### config.mk
export PLATFORM = sky130hd
export DESIGN_NAME = branch_target_buffer
export DESIGN_NICKNAME = d
export VERILOG_FILES = /design/src/rtl/branch_target_buffer.sv
export SDC_FILE = /design/constraint.sdc
export NUM_CORES = 1
export LEC_CHECK = 0
export BUFFER_PORTS_ARGS = -buffer_cell sky130_fd_sc_hd__buf_2
export CAP_MARGIN = 5
export CORE_MARGIN = 4
export CORE_UTILIZATION = 47
export DETAILED_ROUTE_END_ITERATION = 10
export HOLD_SLACK_MARGIN = 0.15
export MAX_ROUTING_LAYER = met4
export PLACE_DENSITY_LB_ADDON = 0.2
export SLEW_MARGIN = 40
export SYNTH_ARGS = -nofsm -noshare
export SYNTH_HDL_FRONTEND = slang
export SYNTH_SLANG_ARGS = --single-unit
### constraint.sdc
create_clock -name clk -period 3.7 [get_ports clk]
set_input_delay 0.185 -clock clk [delete_from_list [all_inputs] [get_ports clk]]
set_output_delay 0.185 -clock clk [all_outputs]
set_load 0.005 [all_outputs]
### src/rtl/branch_target_buffer.sv
module branch_target_buffer #(
  parameter int PC_W  = 32,
  parameter int IDX_W = 4
) (
  input  logic            clk,
  input  logic            rst_n,
  input  logic [PC_W-1:0] lk_pc,
  input  logic            taken_in,
  input  logic            wr_en,
  input  logic [PC_W-1:0] wr_pc,
  input  logic [PC_W-1:0] wr_target,
  output logic            hit,
  output logic [PC_W-1:0] pred_pc,
  output logic [PC_W-1:0] next_pc
);
  localparam int SLOTS = 1 << IDX_W;
  localparam int TAG_W = PC_W - IDX_W - 2;

  logic [SLOTS-1:0]  slot_vld;
  logic [TAG_W-1:0]  slot_tag [SLOTS];
  logic [PC_W-1:0]   slot_tgt [SLOTS];

  logic [IDX_W-1:0]  rd_idx, wr_idx;
  logic [TAG_W-1:0]  rd_tag, wr_tag;

  assign rd_idx = lk_pc[IDX_W+1:2];
  assign rd_tag = lk_pc[PC_W-1:IDX_W+2];
  assign wr_idx = wr_pc[IDX_W+1:2];
  assign wr_tag = wr_pc[PC_W-1:IDX_W+2];

  always_ff @(posedge clk or negedge rst_n) begin
    if (!rst_n)
      slot_vld <= '0;
    else if (wr_en)
      slot_vld[wr_idx] <= 1'b1;
  end

  always_ff @(posedge clk) begin
    if (wr_en) begin
      slot_tag[wr_idx] <= wr_tag;
      slot_tgt[wr_idx] <= wr_target;
    end
  end

  assign hit     = slot_vld[rd_idx] && (slot_tag[rd_idx] == rd_tag);
  assign pred_pc = hit ? slot_tgt[rd_idx] : '0;
  assign next_pc = (hit && taken_in) ? pred_pc : lk_pc + PC_W'(4);
endmodule


==> flow_summary.yaml <==
drt:
  drc: 0
  firstDrtPassIters: 5
  vias: 19400
  ant_nets: 0
  avgViaCountPerCell: 5.98
  drt_iter0_markers: 2121
  routed_wl_um: 98600
  wl_per_cell_um: 30.4
layout:
  final_cell_mix: "edfxtp_1, mux4_2, buf_2"
  nFillCells: 5934
  syn2layout_area_growth_pct: 19.4
  finish.utilization_pct: 57.0
  drive_above_1_share_pct: 34.6
  layout_commonest_cell: "edfxtp_1"
  nets: 2217
cts:
  htree_levels: 3
  clk_pin_slew_worst_paths_ns: 0.06
  clock-root-buffer: "clkbuf_16"
  insertion_delay_ns: 0.63
  clock_path_buffers: 3
  cts_tree: "done"
  cts.sinks: 944
  cts_buffers: 97
logic_synthesis:
  yosysTopAreaCellShare_pct: 73.5
  synth-edff-count: 928
  yosys.area.top_type: "edfxtp_1"
  syn_nets: 1868
  synthesis.area_um2: 37900
  synthTopCellsByArea: "edfxtp_1, mux4_2, mux2i_1"
  seq_area_frac_synth_pct: 74.6
  ys_warn_count: 0
  synth_area_per_cell_um2: 21.4
  async_flop_share_pct: 1.69
  synth.distinct_cells: 61
  synth_seq_cells: 944
  synth_cells: 1767
  synth-main-ff-cell: "edfxtp_1"
placement:
  portBuffers: 162
  place_congestion: 0.815
  dpl.hpwl_um: 55900
  pre_cts_ws_ns: -0.122
worst_setup_path:
  cp_max_fo: 8
  slowest_delay_ns: 0.51
  cp.buffers_inverters: 4
  critPathTopFamily: "multiplexers"
  cp.required_ns: 3.51
  critPathKind: "register to primary output"
  start_kind: "register"
  end_kind: "primary output"
  path_cells: "mux4_2 -> mux2i_4 -> xnor2_1 -> nand2_1 -> or4_4 -> a211oi_2 -> buf_4 -> nand4_4 -> buf_12 -> buf_16 -> mux2_4 -> buf_6"
  crit_arrival_ns: 3.73
  cp_slowest_cell: "mux4_2"
outcome:
  violations: "setup timing"
  status: "finished with violations"
global_routing:
  grtUsageTotal_pct: 23.5
  antenna_found_initial: 8
  grt_max_degree: 60
  grt_pass1_wl_um: 141000
  globalRoute.totalOverflow: 0
  first_global_vias: 20000
sta:
  max_freq_mhz: 255
  max_slew.worst_pin.slew_ns: 0.866
  setup_viol: 64
  min_period_ns: 3.91
  fin_crit_sh_pct: 106
  slew_violations: 0
  setup_slack_ns: -0.215
  hold_ws_ns: 0.201
  finClkSkew_ns: 0
  rsz0062_at_grt: "true"
  hold_viol: 0
  slew_headroom_pct: 42.1
pwr:
  p_per_area_nw_per_um2: 511
  max-vdd-ir-drop_mv: 0.352
  leakagePower_nw: 15.1
  p_total_mw: 23.1
floorplanning:
  coreArea_um2: 79400
  die_x_um: 292
  start_util_pct: 47.7
  dieArea_um2: 85200
  pin_count: 165
  die_y_um: 292
  row_count: 103
hold_path:
  hp-class: "input pin to register"
run:
  max_cap_viol_count: 0
==> cells by family after synthesis <==
family | after synthesis | share of synthesized area (%)
buffers and inverters | 110 | 1.54
multiplexers | 370 | 17.9
adder cells (fa/ha/maj) | 1 | 0.0330
AND/OR/NAND/NOR | 196 | 2.83
AO/OA/AOI/OAI | 95 | 1.92
XOR/XNOR | 51 | 1.18
flip-flops | 944 | 74.6
==> Yosys cell counts (21+ instances only) <==
library cell and n:
edfxtp_1 928, mux4_2 227, mux2i_1 97, xnor2_1 43
nor2b_1 41, clkbuf_1 37, nand2_1 32, mux2_4 29
nor2_1 27, buf_2 26, a22oi_1 21
==> through the flow <==
step | TNS, ns | std cells | cell area [um2]
after floorplan | 0 | 1767 | 37900
after global placement | -3.60 | 2988 | 40800
after detailed placement | -3.24 | 2990 | 40800
after CTS | -8.96 | 3230 | 44900
after global routing | -15.25 | 3243 | 45300
final | -8.16 | 3244 | 45300
==> state kept, by name, indices dropped and copies added (netlist names) <==
| register | count |
|---|---|
| slot_tgt | 512 |
| slot_tag | 416 |
| slot_vld | 16 |
==> final cells by class <==
| class | count | area [um2] | area share (%) |
|---|---|---|---|
| sequential | 944 | 28300 | 62.5 |
| clock inverter | 49 | 483 | 1.07 |
| timing repair buffer | 346 | 3090 | 6.83 |
| antenna | 6 | 15.0 | 0.0332 |
| tap | 1050 | 1310 | 2.90 |
| clock buffer | 122 | 2580 | 5.71 |
| multi-input combinational | 713 | 9450 | 20.9 |
| inverter | 14 | 53.8 | 0.119 |
==> final timing paths <==
kind | startpoint | cells after the start | endpoint | slack, ns
setup / recovery | slot_tag[14][12]$_DFFE_PP_ | 12 | next_pc[10] | -0.21
hold / removal | wr_pc[3] | 3 | slot_tgt[0][23]$_DFFE_PP_ | 0.20
setup reg to reg | slot_vld[7]$_DFFE_PN0P_ | 1 | slot_vld[7]$_DFFE_PN0P_ | 2.91
hold reg to reg | slot_vld[11]$_DFFE_PN0P_ | 1 | slot_vld[11]$_DFFE_PN0P_ | 0.46
max in group asynchronous | rst_n | 3 | slot_vld[2]$_DFFE_PN0P_ | 2.56
min in group asynchronous | rst_n | 3 | slot_vld[15]$_DFFE_PN0P_ | 0.67
==> per-layer routing <==
metal	share of wire (%)	vias to the layer above	global-route usage [%]
li1	-	8101	-
met1	42	10400	32.8
met2	49	729	37.1
met3	6.9	132	3.48
met4	2.3	0	5.78
met5	0	-	-
==> worst min-delay path: stages <==
cell and delay, ns:
buf_2 0.23, nor3_4 0.10, buf_6 0.16
==> power breakdown <==
part / internal [mW] / switching (mW)
sequential: 12.0 / 0.0610
clock: 5.49 / 3.96
combinational: 0.720 / 0.883
==> what timing repair did <==
item / in CTS / in global routing
hold endpoints to repair: 944 / 0
pin swaps: 10 / 2
endpoints found under the setup margin: 65 / 65
resized for setup: 59 / 32
cloned: 3 / 4
setup buffers: 6 / 5
hold buffers: 60 / 0
Note: power is estimated with default switching activity, not from simulation.
